[config.mk]
export PLATFORM = sky130hd
export DESIGN_NAME = mem_addr_guard
export DESIGN_NICKNAME = d
export VERILOG_FILES = /design/src/rtl/mag_pkg.sv /design/src/rtl/mag_range_check.sv /design/src/rtl/mag_err_log.sv /design/src/rtl/mag_rd_tracker.sv /design/src/rtl/mem_addr_guard.sv
export SDC_FILE = /design/constraint.sdc
export NUM_CORES = 1
export LEC_CHECK = 0
export BUFFER_PORTS_ARGS = -buffer_cell sky130_fd_sc_hd__buf_2
export CAP_MARGIN = 10
export CORE_MARGIN = 8
export CORE_UTILIZATION = 51
export DETAILED_ROUTE_END_ITERATION = 8
export GPL_ROUTABILITY_DRIVEN = 0
export PLACE_DENSITY_LB_ADDON = 0.3
export SLEW_MARGIN = 20
export SYNTH_ARGS = -nofsm -noshare
export SYNTH_HDL_FRONTEND = slang
export SYNTH_HIERARCHICAL = 1
export SYNTH_SLANG_ARGS = --single-unit
[constraint.sdc]
create_clock -name clk -period 5.6 [get_ports clk]
set_clock_uncertainty 0.2 [all_clocks]
set_input_delay 0.28 -clock clk [delete_from_list [all_inputs] [get_ports clk]]
set_output_delay 0.28 -clock clk [all_outputs]
set_load 0.05 [all_outputs]
[src/rtl/mag_pkg.sv]
// Shared constants for the memory bridge address range checker.
// Assumes the control word layout that software programs: memory size
// index in the upper field, region size index in the lower field.
package mag_pkg;
    localparam int IDX_W    = 5;
    localparam int CTRL_W   = 2 * IDX_W;
    localparam int RGN_LSB  = 0;
    localparam int MEM_LSB  = IDX_W;
    localparam int ECC_MUL  = 9;   // ECC limit: 9*addr compared with 8*size
    localparam int ECC_SH   = 3;   // log2 of the 8 in 8/9
    typedef logic [IDX_W-1:0] size_idx_t;
endpackage

[src/rtl/mag_range_check.sv]
// Combinational address screen.
// Decides whether one command address lies outside the usable memory.
// The attached memory is 2^(M+GRAN_W) bytes from address zero, and is
// reduced to 8/9 of that when inline ECC is on. A violation is reported
// only when the region index exceeds M.
// Assumes the configuration is static while commands are in flight.
module mag_range_check
    import mag_pkg::*;
#(
    parameter int ADDR_W = 32,
    parameter int GRAN_W = 20
) (
    input  logic [ADDR_W-1:0] addr,
    input  logic [CTRL_W-1:0] cfg_ctrl,
    input  logic              ecc_en,
    output logic              viol
);
    localparam int SW = ADDR_W + 4;

    size_idx_t      mem_idx;
    size_idx_t      rgn_idx;
    logic [SW-1:0]  wide;
    logic [SW-1:0]  scaled;
    logic [7:0]     shamt;
    logic           beyond;

    // Field decode, scale by nine under ECC, shift out the usable span.
    always_comb begin
        mem_idx = cfg_ctrl[MEM_LSB +: IDX_W];
        rgn_idx = cfg_ctrl[RGN_LSB +: IDX_W];
        wide    = SW'(addr);
        scaled  = ecc_en ? ((wide << ECC_SH) + wide) : wide;
        shamt   = 8'(mem_idx) + 8'(GRAN_W) + (ecc_en ? 8'(ECC_SH) : 8'd0);
        beyond  = (scaled >> shamt) != '0;
        viol    = (rgn_idx > mem_idx) && beyond;
    end
endmodule

[src/rtl/mag_err_log.sv]
// Sticky address-error status with first-error capture.
// The status bit is set on any accepted violation and is cleared by a
// write-1 pulse. A violation in the same cycle as the clear wins.
// The address and ID are captured only while the bit is clear or is
// being cleared, so the first error stays logged.
module mag_err_log #(
    parameter int ADDR_W = 32,
    parameter int ID_W   = 8
) (
    input  logic              clk,
    input  logic              rst_n,
    input  logic              err_evt,
    input  logic [ADDR_W-1:0] evt_addr,
    input  logic [ID_W-1:0]   evt_id,
    input  logic              clr,
    input  logic              irq_en,
    output logic              raw,
    output logic              irq,
    output logic [ADDR_W-1:0] log_addr,
    output logic [ID_W-1:0]   log_id
);
    // Status bit and log register update.
    always_ff @(posedge clk) begin
        if (!rst_n) begin
            raw      <= 1'b0;
            log_addr <= '0;
            log_id   <= '0;
        end else begin
            if (err_evt)
                raw <= 1'b1;
            else if (clr)
                raw <= 1'b0;
            if (err_evt && (!raw || clr)) begin
                log_addr <= evt_addr;
                log_id   <= evt_id;
            end
        end
    end

    // Interrupt level gated by the enable.
    always_comb irq = raw && irq_en;

    p_set_on_err_r7: assert property (@(posedge clk) disable iff (!rst_n)
        err_evt |=> raw);
    p_sticky_r7: assert property (@(posedge clk) disable iff (!rst_n)
        (raw && !clr) |=> raw);
    p_no_spurious_r7: assert property (@(posedge clk) disable iff (!rst_n)
        (!raw && !err_evt) |=> !raw);
    p_log_hold_r9: assert property (@(posedge clk) disable iff (!rst_n)
        (raw && !clr) |=> ($stable(log_addr) && $stable(log_id)));
endmodule

[src/rtl/mag_rd_tracker.sv]
// Per-tag read error tracker.
// Records for each tag whether the read last issued with it was flagged.
// Returning beats with that tag are then zeroed and marked as errors.
// Assumes a tag is not reused while a read carrying it is outstanding.
module mag_rd_tracker #(
    parameter int TAG_W  = 4,
    parameter int DATA_W = 64
) (
    input  logic              clk,
    input  logic              rst_n,
    input  logic              issue,
    input  logic [TAG_W-1:0]  issue_tag,
    input  logic              issue_bad,
    input  logic              in_valid,
    input  logic [TAG_W-1:0]  in_tag,
    input  logic [DATA_W-1:0] in_data,
    input  logic              in_last,
    output logic              out_valid,
    output logic [TAG_W-1:0]  out_tag,
    output logic [DATA_W-1:0] out_data,
    output logic              out_last,
    output logic              out_err
);
    localparam int NTAG = 1 << TAG_W;

    logic [NTAG-1:0] bad_flag;

    // Remember the verdict of each issued read by its tag.
    always_ff @(posedge clk) begin
        if (!rst_n)
            bad_flag <= '0;
        else if (issue)
            bad_flag[issue_tag] <= issue_bad;
    end

    // Apply the recorded verdict to the returning beat.
    always_comb begin
        out_valid = in_valid;
        out_tag   = in_tag;
        out_last  = in_last;
        out_err   = in_valid && bad_flag[in_tag];
        out_data  = out_err ? '0 : in_data;
    end

    p_zero_on_err_r6: assert property (@(posedge clk) disable iff (!rst_n)
        (out_valid && out_err) |-> (out_data == '0));
endmodule

[src/rtl/mem_addr_guard.sv]
// Top of the memory bridge address range checker.
// Commands that are not flagged pass straight through to memory. A
// flagged write is absorbed and answered one cycle later with an error
// response, which takes priority over memory write responses. A flagged
// read is forwarded and its data is zeroed on return.
// Assumes the requester always accepts responses.
module mem_addr_guard
    import mag_pkg::*;
#(
    parameter int ADDR_W = 32,
    parameter int GRAN_W = 20,
    parameter int ID_W   = 8,
    parameter int TAG_W  = 4,
    parameter int DATA_W = 64
) (
    input  logic              clk,
    input  logic              rst_n,
    input  logic [CTRL_W-1:0] cfg_ctrl,
    input  logic              ecc_en,
    input  logic              irq_en,
    input  logic              aerr_clr,
    input  logic              cmd_valid,
    output logic              cmd_ready,
    input  logic              cmd_write,
    input  logic [ADDR_W-1:0] cmd_addr,
    input  logic [ID_W-1:0]   cmd_id,
    input  logic [TAG_W-1:0]  cmd_tag,
    output logic              mem_valid,
    input  logic              mem_ready,
    output logic              mem_write,
    output logic [ADDR_W-1:0] mem_addr,
    output logic [ID_W-1:0]   mem_id,
    output logic [TAG_W-1:0]  mem_tag,
    input  logic              mem_wr_rsp_valid,
    output logic              mem_wr_rsp_ready,
    input  logic [TAG_W-1:0]  mem_wr_rsp_tag,
    output logic              wr_rsp_valid,
    output logic [TAG_W-1:0]  wr_rsp_tag,
    output logic              wr_rsp_err,
    input  logic              mem_rd_valid,
    input  logic [TAG_W-1:0]  mem_rd_tag,
    input  logic [DATA_W-1:0] mem_rd_data,
    input  logic              mem_rd_last,
    output logic              rd_rsp_valid,
    output logic [TAG_W-1:0]  rd_rsp_tag,
    output logic [DATA_W-1:0] rd_rsp_data,
    output logic              rd_rsp_last,
    output logic              rd_rsp_err,
    output logic [1:0]        int_raw,
    output logic              irq,
    output logic [ADDR_W-1:0] log_addr,
    output logic [ID_W-1:0]   log_id
);
    logic             viol;
    logic             bad_wr_acc;
    logic             rd_issue;
    logic             err_evt;
    logic             aerr_raw;
    logic             loc_v;
    logic [TAG_W-1:0] loc_tag;

    mag_range_check #(.ADDR_W(ADDR_W), .GRAN_W(GRAN_W)) u_chk (
        .addr     (cmd_addr),
        .cfg_ctrl (cfg_ctrl),
        .ecc_en   (ecc_en),
        .viol     (viol)
    );

    // Command steering: absorb flagged writes, pass everything else.
    always_comb begin
        bad_wr_acc = cmd_valid && cmd_write && viol;
        mem_valid  = cmd_valid && !(cmd_write && viol);
        cmd_ready  = (cmd_write && viol) ? 1'b1 : mem_ready;
        mem_write  = cmd_write;
        mem_addr   = cmd_addr;
        mem_id     = cmd_id;
        mem_tag    = cmd_tag;
        rd_issue   = cmd_valid && !cmd_write && mem_ready;
        err_evt    = bad_wr_acc || (rd_issue && viol);
    end

    // Local error response for an absorbed write, one cycle after accept.
    always_ff @(posedge clk) begin
        if (!rst_n) begin
            loc_v   <= 1'b0;
            loc_tag <= '0;
        end else begin
            loc_v <= bad_wr_acc;
            if (bad_wr_acc)
                loc_tag <= cmd_tag;
        end
    end

    // Write response merge: the local error response goes first.
    always_comb begin
        mem_wr_rsp_ready = !loc_v;
        wr_rsp_valid     = loc_v || mem_wr_rsp_valid;
        wr_rsp_tag       = loc_v ? loc_tag : mem_wr_rsp_tag;
        wr_rsp_err       = loc_v;
    end

    mag_rd_tracker #(.TAG_W(TAG_W), .DATA_W(DATA_W)) u_rd (
        .clk       (clk),
        .rst_n     (rst_n),
        .issue     (rd_issue),
        .issue_tag (cmd_tag),
        .issue_bad (viol),
        .in_valid  (mem_rd_valid),
        .in_tag    (mem_rd_tag),
        .in_data   (mem_rd_data),
        .in_last   (mem_rd_last),
        .out_valid (rd_rsp_valid),
        .out_tag   (rd_rsp_tag),
        .out_data  (rd_rsp_data),
        .out_last  (rd_rsp_last),
        .out_err   (rd_rsp_err)
    );

    mag_err_log #(.ADDR_W(ADDR_W), .ID_W(ID_W)) u_log (
        .clk      (clk),
        .rst_n    (rst_n),
        .err_evt  (err_evt),
        .evt_addr (cmd_addr),
        .evt_id   (cmd_id),
        .clr      (aerr_clr),
        .irq_en   (irq_en),
        .raw      (aerr_raw),
        .irq      (irq),
        .log_addr (log_addr),
        .log_id   (log_id)
    );

    // Raw status word: bit 1 is the address error, bit 0 is unused.
    always_comb int_raw = {aerr_raw, 1'b0};

    p_drop_r4: assert property (@(posedge clk) disable iff (!rst_n)
        bad_wr_acc |-> !mem_valid);
    p_drop_reply_r4: assert property (@(posedge clk) disable iff (!rst_n)
        bad_wr_acc |=> (wr_rsp_valid && wr_rsp_err && wr_rsp_tag == $past(cmd_tag)));
    p_quiet_region_r1: assert property (@(posedge clk) disable iff (!rst_n)
        (cfg_ctrl[RGN_LSB +: IDX_W] <= cfg_ctrl[MEM_LSB +: IDX_W]) |-> !err_evt);
endmodule

### Word level (Yosys, flattened, before mapping)

Cells that the tools add are included.

| word-level totals | value |
|---|---|
| input bits | 137 |
| bits in registers | 62 |
| logic and storage cells | 47 |
| output and inout port bits | 168 |

| cells by class | value |
|---|---|
| shift operators | 1 |
| muxes and demuxes | 12 |
| $add $sub $neg | 3 |
| order comparisons | 4 |
| reduce and logical (&&, ||, !) cells | 21 |

Operators by type and width:

| kind | count |
|---|---|
| 64-bit two-way mux | 1 |
| 35-bit by 32-bit adder with 36-bit output | 1 |
| 36-bit two-way mux | 1 |
| 36-bit nonzero test | 1 |
| 36-bit by 8-bit right shift with 36-bit output | 1 |
| 16-bit bitwise mux | 1 |
| 1-bit logical AND | 12 |
| 4-bit by 5-bit less-than comparator with 1-bit output (second input constant) | 2 |
| 8-bit adder | 1 |
| 5-bit by 5-bit adder with 6-bit output (second input constant) | 1 |
| 5-bit greater-than comparator | 1 |
| 1-bit two-way mux | 5 |
| 1-bit binary-select mux with 4-bit select | 1 |
| 1-bit demux with 4-bit select | 1 |
| 4-bit by 1-bit greater-or-equal comparator with 1-bit output (second input constant) | 1 |
| 1-bit zero test | 4 |
| 4-bit two-way mux | 1 |
| 1-bit logical OR | 3 |
| 2-bit two-way mux | 1 |
| 2-bit nonzero test | 1 |

### Logic depth before layout (Yosys ltp)

Gate-level depths: netlist (run 1).

| logic depth | value |
|---|---|
| depth in word-level cells | 8 |
| gate-level depth with buffers | 19 |
| gate-level depth less buffers | 17 |

### By module

The synthesis (run 1) kept the hierarchy.

Modules (own cells, without submodules):

| module | instances | area each (um^2) | cells each | sequential area each (um^2) |
|---|---|---|---|---|
| mag_range_check | 1 | 3694.8 | 539 | 0.0 |
| mag_rd_tracker | 1 | 1778.0 | 186 | 320.3 |
| mag_err_log | 1 | 1690.4 | 179 | 820.8 |
| mem_addr_guard | 1 | 644.4 | 80 | 100.1 |

### Worst setup path before layout (run 1)

Ideal clock, no wire load.

| timing | value |
|---|---|
| kind | input-to-output |
| start point | input cmd_addr[0] |
| end point | output mem_valid |
| setup slack | 0.494 ns |
| path buffers | 0 |
| arrival time | 4.626 ns |
| cell stages on the path | 15 |
| data required time | 5.120 ns |
| cell sequence | ha_1 -> inv_1 -> fa_1 -> nor2b_4 -> o31ai_2 -> a211oi_2 -> o21a_1 -> nor2_2 -> mux2_4 -> a2111oi_1 -> o311a_1 -> a31oi_1 -> o41ai_1 -> a41oi_1 -> a21boi_0 |

| between the ends | value |
|---|---|
| longest elaborated chain between the ends | 8 |

Ends and longest elaborated chain:

| what | RTL line | RTL |
|---|---|---|
| start: declaration | mem_addr_guard.sv:25 | `input logic [ADDR_W-1:0] cmd_addr,` |
| 35-bit by 32-bit adder with 36-bit output | mag_range_check.sv:32 | `scaled = ecc_en ? ((wide << ECC_SH) + wide) : wide;` |
| 36-bit two-way mux * | mag_range_check.sv:32 |  |
| 36-bit by 8-bit right shift with 36-bit output * | mag_range_check.sv:34 | `beyond = (scaled >> shamt) != '0;` |
| 36-bit nonzero test * | mag_range_check.sv:34 |  |
| 1-bit logical AND * | mag_range_check.sv:35 | `viol = (rgn_idx > mem_idx) && beyond;` |
| named net viol | mem_addr_guard.sv:54 | `logic viol;` |
| 1-bit logical AND * | mem_addr_guard.sv:72 | `mem_valid = cmd_valid && !(cmd_write && viol);` |
| 1-bit zero test * | mem_addr_guard.sv:72 |  |
| 1-bit logical AND * | mem_addr_guard.sv:72 |  |
| end: declaration | mem_addr_guard.sv:28 | `output logic mem_valid,` |

The timed path passes the listed nets; every way through them passes the cells marked *.

### Worst setup path in the final report (run 1)

| timing | value |
|---|---|
| start point | input cmd_addr[6] |
| end point | output mem_valid |

Same word-level chain as after synthesis.

==> impl_metrics.env, run 1 <==
export IMPL_run_status="completed"
export IMPL_htreeDepth=3
export IMPL_hold_buffers=7
export IMPL_cp_data_required_time_ns=5.12
export IMPL_antenna_found_initial=0
export IMPL_clockBufferDepth=2
export IMPL_ys_flop_type="dfxtp_1"
export IMPL_postCtsSetupBuffers=0
export IMPL_synth_nets=1159
export IMPL_crit_path_end_kind="primary output"
export IMPL_pin_count=305
export IMPL_pre_cts_ws_ns=0.2468
export IMPL_yosysSeqAreaShare_pct=15.90
export IMPL_ys_async_sr_fraction_pct=0
export IMPL_start_util_pct=51.74
export IMPL_grt_pass1_wl_um=42240
export IMPL_portBuffers=301
export IMPL_vias=8168
export IMPL_avgSynthCellArea_sq_um=7.934
export IMPL_hp_class="input pin to flip-flop"
export IMPL_area_growth_syn_to_layout_pct=18.17
export IMPL_rsz0062_at_grt="no"
export IMPL_synthTopCellsByArea="dfxtp_1, mux2i_1, nor3b_2"
export IMPL_post_drt_wl_per_cell_um=19.53
export IMPL_slowest_stage="a211oi_1"
export IMPL_min_from="cmd_addr[0]"
export IMPL_synth_cell_types=96
export IMPL_die_area_sq_mm=0.01952
export IMPL_leakagePower_nw=4.221
export IMPL_drt_iter0_drc=699
export IMPL_final_net_count=1375
export IMPL_final_max_slew_viol_count=0
export IMPL_drive_gt1_share_pct=35.60
export IMPL_start_kind="input pin"
export IMPL_r2r_cells=4
export IMPL_synth_top_area_share_pct=15.90
export IMPL_synthTopCellsByCount="nand2_1, mux2i_1, dfxtp_1"
export IMPL_register_area_sq_mm=0.001241
export IMPL_setup_viol=0
export IMPL_r2r_slack_ns=3.52
export IMPL_syn_instance_count=984
export IMPL_max_freq_ghz=0.1892
export IMPL_worst_ir_drop_vdd_v=0.0001565
export IMPL_cts_num_sinks=62
export IMPL_clock_latency_ns=0.33
export IMPL_die_width_um=139.7
export IMPL_multi_input_area_sq_mm=0.005690
export IMPL_hpwl_um=21200
export IMPL_cp_cell_sequence="buf_2 > ha_1 > nand2_1 > a211oi_2 > a21oi_4 > a211oi_1 > mux2i_1 > o311ai_1 > a2111oi_1 > o311a_1 > a31oi_1 > o41ai_1 > a41oi_1 > buf_4 > buf_4 > a21boi_0 > buf_2"
export IMPL_r2r_end="u_log/log_addr[11]"
export IMPL_post_drt_via_cell_ratio=5.864
export IMPL_antenna_left=0
export IMPL_r2r_start="u_log/raw"
export IMPL_cts_repair_resized=0
export IMPL_drc=0
export IMPL_hold_violations=0
export IMPL_ys_ff_latch=62
export IMPL_max_stage_delay_ns=0.56
export IMPL_synth_edf_count=0
export IMPL_diodes=0
export IMPL_holdPathStages=3
export IMPL_total_power_mw=1.968
export IMPL_cts_buffers_inserted=9
export IMPL_fillCellCount=1381
export IMPL_cts_tree="yes"
export IMPL_slew_limit_headroom_pct=35.25
export IMPL_grt_ovfl_total=0
export IMPL_yosysMostFrequentCell="nand2_1"
export IMPL_rows=45
export IMPL_syn_area_sq_mm=0.007807
export IMPL_maxCapViolCount=0
export IMPL_grt_usage_pct=26.39
export IMPL_cellPowerDensity_mw_per_mm2=213.3
export IMPL_grt_max_degree=107
export IMPL_yosys_warnings=6
export IMPL_finalCritPeriodShare_pct=94.38
export IMPL_postRouteWirelength_um=27210
export IMPL_yosys_area_top_type="dfxtp_1"
export IMPL_hold_end="u_log/log_addr[0]"
export IMPL_coreArea_sq_mm=0.01509
export IMPL_crit_arrival_ns=4.81
export IMPL_crit_type="input pin to primary output"
export IMPL_clkTransAtPathRegs_ns=0.06
export IMPL_worstMarginPinSlew_ns=0.9713
export IMPL_grt_pass1_vias=7670
export IMPL_worst_slack_ns=0.3148
export IMPL_cts_root_buf="clkbuf_16"
export IMPL_crit_path_max_fanout=19
export IMPL_layout_min_cycle_time_ns=5.285
export IMPL_firstDrtPassIters=5
export IMPL_die_y_um=139.7
export IMPL_fin_setup_tns_ns=0
flip-flops by register name, summed over array words and instances, names as in the netlist:
register / flops
u_rd/bad_flag: 16
u_log/log_id: 8
u_log/log_addr: 32
wr_rsp_err: 1
u_log/raw: 1
loc_tag: 4
cells by family (layout without fill, tap and decap cells):
logic type | count (synthesis) | after routing | synth area share [%]
and+or+nand+nor | 392 | 392 | 29.41
xor gates and xnor gates | 15 | 15 | 1.683
buffers and inverters | 140 | 361 | 11.62
other | 1 | 1 | 0.04803
adders and majority gates | 38 | 38 | 6.282
muxes | 90 | 90 | 12.52
DFF | 62 | 62 | 15.90
AOI/OAI and AO/OA | 246 | 246 | 22.55
layout make-up:
cell class                      instances  area share (%)
Clock buffer                           10           2.590
Tap cell                              188           2.550
Timing Repair Buffer                  323           18.33
Inverter                               22          0.8950
Sequential cell                        62           13.45
Multi-Input combinational cell        782           61.68
Clock inverter                          6          0.5018
worst max-delay path: cells and delay by family:
| family | cells | cell delay (ns) |
|---|---|---|
| AOI/OAI and AO/OA | 10 | 2.77 |
| adders and majority gates | 1 | 0.51 |
| buffers and inverters | 4 | 0.82 |
| muxes | 1 | 0.25 |
| and+or+nand+nor | 1 | 0.16 |
where the power goes:
group | internal [mW] | switching (mW) | leakage [nW]
Combinational | 0.318 | 0.662 | 3.58
Clock | 0.314 | 0.218 | 0.140
Sequential | 0.451 | 0.00496 | 0.501
cell usage in the layout, fill, tap and decap left out, types with 4 or more instances in the layout:
cell type / count
buf_2: 300
nand2_1: 155
mux2i_1: 71
dfxtp_1: 62
nor3b_2: 50
nor2_1: 48
o21ai_0: 43
a21oi_1: 40
ha_1: 36
nor2b_1: 24
inv_1: 22
a211oi_1: 19
nand3_1: 18
nor3b_1: 17
buf_4: 16
nor3_1: 14
a21boi_0: 13
a21o_1: 13
a31oi_1: 13
xnor2_1: 12
mux2_2: 10
o21a_1: 10
clkbuf_16: 9
nand4_1: 9
nand2b_1: 9
nand3b_1: 9
o211ai_1: 8
or3_1: 8
and3_1: 7
dlygate4sd3_1: 7
o21ai_1: 6
a2111oi_0: 6
o31ai_1: 6
or2_2: 4
a211oi_2: 4
mux4_2: 4
routing by layer:
layer,vias to the layer above,routed length (um),track usage (%)
li1,3968,-,-
met1,3820,11260,32.87
met2,346,13160,44.47
met3,34,2097,4.925
met4,0,689,9.543
met5,-,0,0
worst max path at each step:
stage                start                end  slack [ns]  cells after the start
6_report       cmd_addr[6]          mem_valid        0.31                     17
5_1_grt        cmd_addr[6]          mem_valid         0.1                     17
4_1_cts        cmd_addr[6]          mem_valid        0.38                     17
3_5_place_dp   cmd_addr[6]  u_log/log_addr[4]        0.25                     18
3_3_place_gp   cmd_addr[6]  u_log/log_addr[0]        0.36                     18
2_1_floorplan  cmd_addr[0]          mem_valid        0.49                     15
per-stage QoR:
stage | util (%) | std cells | instance area (sq um) | hold WS [ns]
floorplan | - | 984 | 7807 | 0.2221
detailed placement | 58.79 | 1370 | 8871 | 0.2433
global route | 61.14 | 1393 | 9226 | 0.02262
CTS | 61.14 | 1393 | 9226 | 0.009326
global placement | 58.79 | 1370 | 8871 | 0.2398
finish | 61.14 | 1393 | 9226 | 0.02608
(Power assumes the default switching activity.)
==> inputs of run 2 (changes only) <==
ABC_AREA = 1   (was unset)
CORE_UTILIZATION = 53   (was 51)
==> run 2 against run 1 <==
Effect of this change:
- worst setup slack gained 0.86 ns
- area after synthesis grew 16%
- utilization decreased by 0.067 points
- largest power group unchanged
- highest routed layer unchanged
- flip-flop and latch count unchanged
- largest cell class unchanged
==> impl_metrics.env, run 2 <==
export IMPL_grt_usage_pct=27.16
export IMPL_firstDrtPassIters=5
export IMPL_slew_limit_headroom_pct=41.99
export IMPL_hpwl_um=24870
export IMPL_die_area_sq_mm=0.02160
export IMPL_portBuffers=301
export IMPL_multi_input_area_sq_mm=0.005881
export IMPL_grt_max_degree=82
export IMPL_yosysSeqAreaShare_pct=13.65
export IMPL_vias=10799
export IMPL_cp_data_required_time_ns=5.62
export IMPL_cts_tree="yes"
export IMPL_synth_nets=1813
export IMPL_synth_edf_count=0
export IMPL_final_common_cell="nand2_1"
export IMPL_cellPowerDensity_mw_per_mm2=217.5
export IMPL_synthTopCellsByCount="nand2_1, inv_1, nand3_1"
export IMPL_antenna_left=0
export IMPL_cts_root_buf="clkbuf_16"
export IMPL_max_freq_ghz=0.2257
export IMPL_worstMarginPinSlew_ns=0.8701
export IMPL_pin_count=305
export IMPL_utilization_pct=61.08
export IMPL_worst_ir_drop_vdd_v=0.0001849
export IMPL_drt_iter0_drc=910
export IMPL_postCtsSetupBuffers=0
export IMPL_clkTransAtPathRegs_ns=0.05
export IMPL_postRouteWirelength_um=30720
export IMPL_slowest_stage="o211a_4"
export IMPL_htreeDepth=3
export IMPL_cts_buffers_inserted=9
export IMPL_run_status="completed"
export IMPL_grt_pass1_wl_um=49010
export IMPL_r2r_slack_ns=4.00
export IMPL_syn_area_sq_mm=0.009091
export IMPL_crit_path_end_kind="flip-flop"
export IMPL_yosysMostFrequentCell="nand2_1"
export IMPL_largest_reg_flops=32
export IMPL_ys_ff_latch=62
export IMPL_synth_top_area_share_pct=19.16
export IMPL_synth_cell_types=46
export IMPL_hold_violations=0
export IMPL_registers_top_by_ff_count="u_log/log_addr"
export IMPL_crit_type="input pin to flip-flop"
export IMPL_cts_num_sinks=62
export IMPL_area_growth_syn_to_layout_pct=14.59
export IMPL_ys_flop_type="dfxtp_1"
export IMPL_register_area_sq_mm=0.001241
export IMPL_hp_class="input pin to flip-flop"
export IMPL_synthTopCellsByArea="nand2_1, nand3_1, dfxtp_1"
export IMPL_grt_pass1_vias=9599
export IMPL_setup_viol=0
export IMPL_yosys_area_top_type="nand2_1"
export IMPL_antenna_found_initial=0
export IMPL_top_regs="u_log/log_addr x32, u_rd/bad_flag x16, u_log/log_id x8"
export IMPL_leakagePower_nw=6.208
export IMPL_fin_setup_tns_ns=0
export IMPL_grt_ovfl_total=0
export IMPL_finalCritPeriodShare_pct=79.11
export IMPL_maxCapViolCount=0
export IMPL_instances_no_fill=2076
export IMPL_hold_buffers=0
export IMPL_layout_min_cycle_time_ns=4.430
export IMPL_post_drt_via_cell_ratio=5.202
export IMPL_post_drt_wl_per_cell_um=14.80
export IMPL_ys_async_sr_fraction_pct=0
export IMPL_die_width_um=147.0
export IMPL_yosys_warnings=6
export IMPL_crit_top_cell="nand2_1"
export IMPL_die_y_um=147.0
export IMPL_clockBufferDepth=2
export IMPL_crit_arrival_ns=4.45
export IMPL_final_net_count=2020
export IMPL_avgSynthCellArea_sq_um=5.550
export IMPL_total_power_mw=2.266
export IMPL_start_kind="input pin"
export IMPL_rows=48
export IMPL_crit_path_max_fanout=81
export IMPL_syn_instance_count=1638
export IMPL_cts_repair_resized=0
export IMPL_fillCellCount=1763
export IMPL_max_stage_delay_ns=0.77
export IMPL_clock_latency_ns=0.32
export IMPL_drc=0
export IMPL_final_max_slew_viol_count=0
export IMPL_dp_cells=2059
export IMPL_start_util_pct=53.30
export IMPL_drive_gt1_share_pct=23.95
export IMPL_coreArea_sq_mm=0.01706
export IMPL_rsz0062_at_grt="no"
export IMPL_final_cell_mix="nand2_1, buf_2, inv_1"
## run 2: cell count changes after synthesis, sizes merged, moves of 15 or more
cell | previous run | this run
nor2 | 49 | 116
mux2 | 15 | 0
mux2i | 71 | 2
nand3 | 18 | 283
nor2b | 27 | 0
a21oi | 42 | 146
nor3b | 67 | 1
nand2 | 155 | 483
o21ai | 49 | 33
a211oi | 23 | 0
inv | 22 | 288
## run 2: power breakdown
part	switching, mW	total [mW]	internal [mW]
Sequential	0.00900	0.468	0.459
Combinational	0.875	1.22	0.341
Clock	0.190	0.581	0.391
Total	1.07	2.27	1.19
## run 2: stage by stage
stage	worst slack (ns)	cell area (sq um)	hold WS, ns
3_3_place_gp	1.034	10090	0.2488
5_1_grt	0.6856	10420	0.08317
4_1_cts	1.286	10410	0.06410
3_5_place_dp	0.9542	10090	0.2501
2_1_floorplan	1.796	9091	0.1922
6_report	1.170	10420	0.07077
## run 2: path summary, 6_finish.rpt
path                                     endpoint  depth (start not counted)        startpoint
worst max-delay path            u_log/log_addr[0]                         30       cmd_addr[3]
worst min-delay path                   loc_tag[3]                          3        cmd_tag[3]
worst max register to register    u_log/log_id[7]                          4         u_log/raw
worst min register to register   u_rd/bad_flag[6]                          2  u_rd/bad_flag[6]
## run 2: logic make-up (layout without fill, tap and decap cells)
family,after synthesis,after routing,synth area share [%]
AOI/OAI and AO/OA,191,191,12.26
xor gates and xnor gates,2,2,0.1927
adders and majority gates,38,38,5.395
buffers and inverters,409,621,21.80
DFF,62,62,13.65
muxes,2,2,0.2202
other,1,2,0.04125
and+or+nand+nor,933,933,46.44
## run 2: worst max-delay path, delay by kind of cell
kind | cells | cell delay [ns]
AOI/OAI and AO/OA | 2 | 0.89
adders and majority gates | 2 | 0.66
buffers and inverters | 5 | 0.72
and+or+nand+nor | 21 | 1.86
## run 2: metal layers
layer	global-route usage, %	routed length [um]
met5	0	0
met4	8.465	613
met3	3.876	2385
met2	42.79	13680
met1	37.44	14040
## run 2: area by class of cell
cell class / count / area share (%)
inverters: 293 / 10.58
repair buffers: 312 / 15.25
flip-flops and latches: 62 / 11.91
clock inverters: 3 / 0.3843
multi-input cells: 1167 / 56.45
well taps: 225 / 2.702
diodes: 1 / 0.02402
clock buffers: 13 / 2.690
==> inputs of run 3 (changes only) <==
clock period = 4.45 ns   (was 5.6 ns; I/O delays follow)
==> run 3 against run 2 <==
Effect of this change:
- critical path depth is 1 lower
- sequential power is 26% higher
- critical path type is now input pin to primary output
- design area is 0.20% lower
- first-iteration DRC count is 16% higher
- register-to-register slack worse by 1.2 ns
- die area stayed put
- utilization is 0.12 points lower
- non-clock buffer count stayed put
- clock power is 6.7% higher
- routed wire length is 3.6% higher
- worst hold slack worse by 0.044 ns
- cell count hardly changed
==> impl_metrics.env, run 3 (synthesis results as in run 2) <==
export IMPL_clkTransAtPathRegs_ns=0.05
export IMPL_cts_tree="yes"
export IMPL_grt_pass1_vias=9680
export IMPL_cts_root_buf="clkbuf_16"
export IMPL_hp_class="input pin to flip-flop"
export IMPL_pre_cts_ws_ns=0.3309
export IMPL_register_area_sq_mm=0.001241
export IMPL_finalCritPeriodShare_pct=92.24
export IMPL_run_status="completed"
export IMPL_utilization_pct=60.95
export IMPL_post_drt_wl_per_cell_um=15.33
export IMPL_htreeDepth=3
export IMPL_start_util_pct=53.30
export IMPL_drive_gt1_share_pct=23.89
export IMPL_largest_reg_flops=32
export IMPL_die_width_um=147.0
export IMPL_slew_limit_headroom_pct=45.86
export IMPL_cts_num_sinks=62
export IMPL_worstMarginPinSlew_ns=0.8121
export IMPL_clock_latency_ns=0.32
export IMPL_setup_viol=0
export IMPL_hpwl_um=25760
export IMPL_rsz0062_at_grt="no"
export IMPL_antenna_found_initial=0
export IMPL_crit_arrival_ns=3.68
export IMPL_grt_pass1_wl_um=50230
export IMPL_die_y_um=147.0
export IMPL_area_growth_syn_to_layout_pct=14.35
export IMPL_slowest_stage="fa_1"
export IMPL_post_drt_via_cell_ratio=5.286
export IMPL_crit_path_max_fanout=19
export IMPL_crit_type="input pin to primary output"
export IMPL_max_stage_delay_ns=0.38
export IMPL_drt_iter0_drc=1052
export IMPL_maxCapViolCount=0
export IMPL_registers_top_by_ff_count="u_log/log_addr"
export IMPL_cts_buffers_inserted=9
export IMPL_antenna_left=0
export IMPL_final_net_count=2020
export IMPL_final_common_cell="nand2_1"
export IMPL_cellPowerDensity_mw_per_mm2=265.3
export IMPL_start_kind="input pin"
export IMPL_drc=0
export IMPL_top_regs="u_log/log_addr x32, u_rd/bad_flag x16, u_log/log_id x8"
export IMPL_clockBufferDepth=2
export IMPL_worst_slack_ns=0.3452
export IMPL_fin_setup_tns_ns=0
export IMPL_die_area_sq_mm=0.02160
export IMPL_coreArea_sq_mm=0.01706
export IMPL_rows=48
export IMPL_grt_ovfl_total=0
export IMPL_grt_max_degree=82
export IMPL_postRouteWirelength_um=31820
export IMPL_grt_usage_pct=27.85
export IMPL_layout_min_cycle_time_ns=4.105
export IMPL_multi_input_area_sq_mm=0.005884
export IMPL_firstDrtPassIters=5
export IMPL_max_freq_ghz=0.2436
export IMPL_leakagePower_nw=6.186
export IMPL_crit_path_end_kind="primary output"
export IMPL_portBuffers=301
export IMPL_postCtsSetupBuffers=0
export IMPL_cp_data_required_time_ns=4.03
export IMPL_pin_count=305
export IMPL_final_max_slew_viol_count=0
export IMPL_diodes=0
export IMPL_vias=10969
export IMPL_final_cell_mix="nand2_1, buf_2, inv_1"
export IMPL_hold_violations=0
export IMPL_crit_top_cell="nand2_1"
export IMPL_worst_ir_drop_vdd_v=0.0002530
export IMPL_fillCellCount=1739
[run 3: cell count changes in the layout (fill, tap and decap cells not counted)]
cell / delta
clkinvlp_4: +1
buf_12: +2
diode_2: -1
clkbuf_1: +2
a21oi_2: +1
clkbuf_8: -3
bufinv_16: -1
buf_4: -3
a21oi_1: -1
buf_6: +1
clkinv_2: +1
[run 3: path summary, 6_finish.rpt]
check | startpoint | end | slack [ns] | cells past startpoint
hold reg to reg | u_rd/bad_flag[10] | u_rd/bad_flag[10] | 0.26 | 2
setup / recovery | cmd_addr[3] | cmd_ready | 0.35 | 29
setup reg to reg | u_log/raw | u_log/log_addr[6] | 2.84 | 4
hold / removal | cmd_tag[2] | loc_tag[2] | 0.03 | 3
[run 3: timing repair]
action,4_1_cts,5_1_grt
hold buffers,0,0
resized for setup,0,2
setup endpoints to repair,0,2
hold endpoints to repair,0,0
[run 3: cell type report]
| class | count | area share [%] |
|---|---|---|
| Inverter | 293 | 10.60 |
| Sequential cell | 62 | 11.94 |
| Clock buffer | 12 | 2.371 |
| Clock inverter | 4 | 0.2166 |
| Timing Repair Buffer | 312 | 15.56 |
| Tap cell | 225 | 2.708 |
| Multi-Input combinational cell | 1167 | 56.60 |
[run 3: per-stage QoR]
step	power (mW)	instance area [sq um]	hold slack (ns)	std cells
floorplan	1.803	9091	0.1347	1638
finish	2.758	10400	0.02646	2075
global placement	2.104	10110	0.2463	2059
global route	2.943	10400	0.02222	2075
detailed placement	2.119	10120	0.2463	2059
CTS	2.744	10390	0.01548	2075
[run 3: where the power goes]
part           switching, mW  total (mW)  internal, mW
Combinational           1.12        1.55         0.432
Sequential            0.0118       0.590         0.578
Clock                  0.232       0.620         0.388
Total                   1.36        2.76          1.40
[run 3: layer usage]
| metal | global-route usage (%) | routed length (um) |
|---|---|---|
| met2 | 43.09 | 14140 |
| met3 | 5.475 | 2871 |
| met5 | 0 | 0 |
| met1 | 38.59 | 14180 |
| met4 | 7.394 | 634 |
[run 3: critical path: cells and delay by family]
kind,cells,cell delay (ns)
buffers and inverters,6,0.90
and+or+nand+nor,20,1.67
adders and majority gates,2,0.66
AOI/OAI and AO/OA,1,0.19
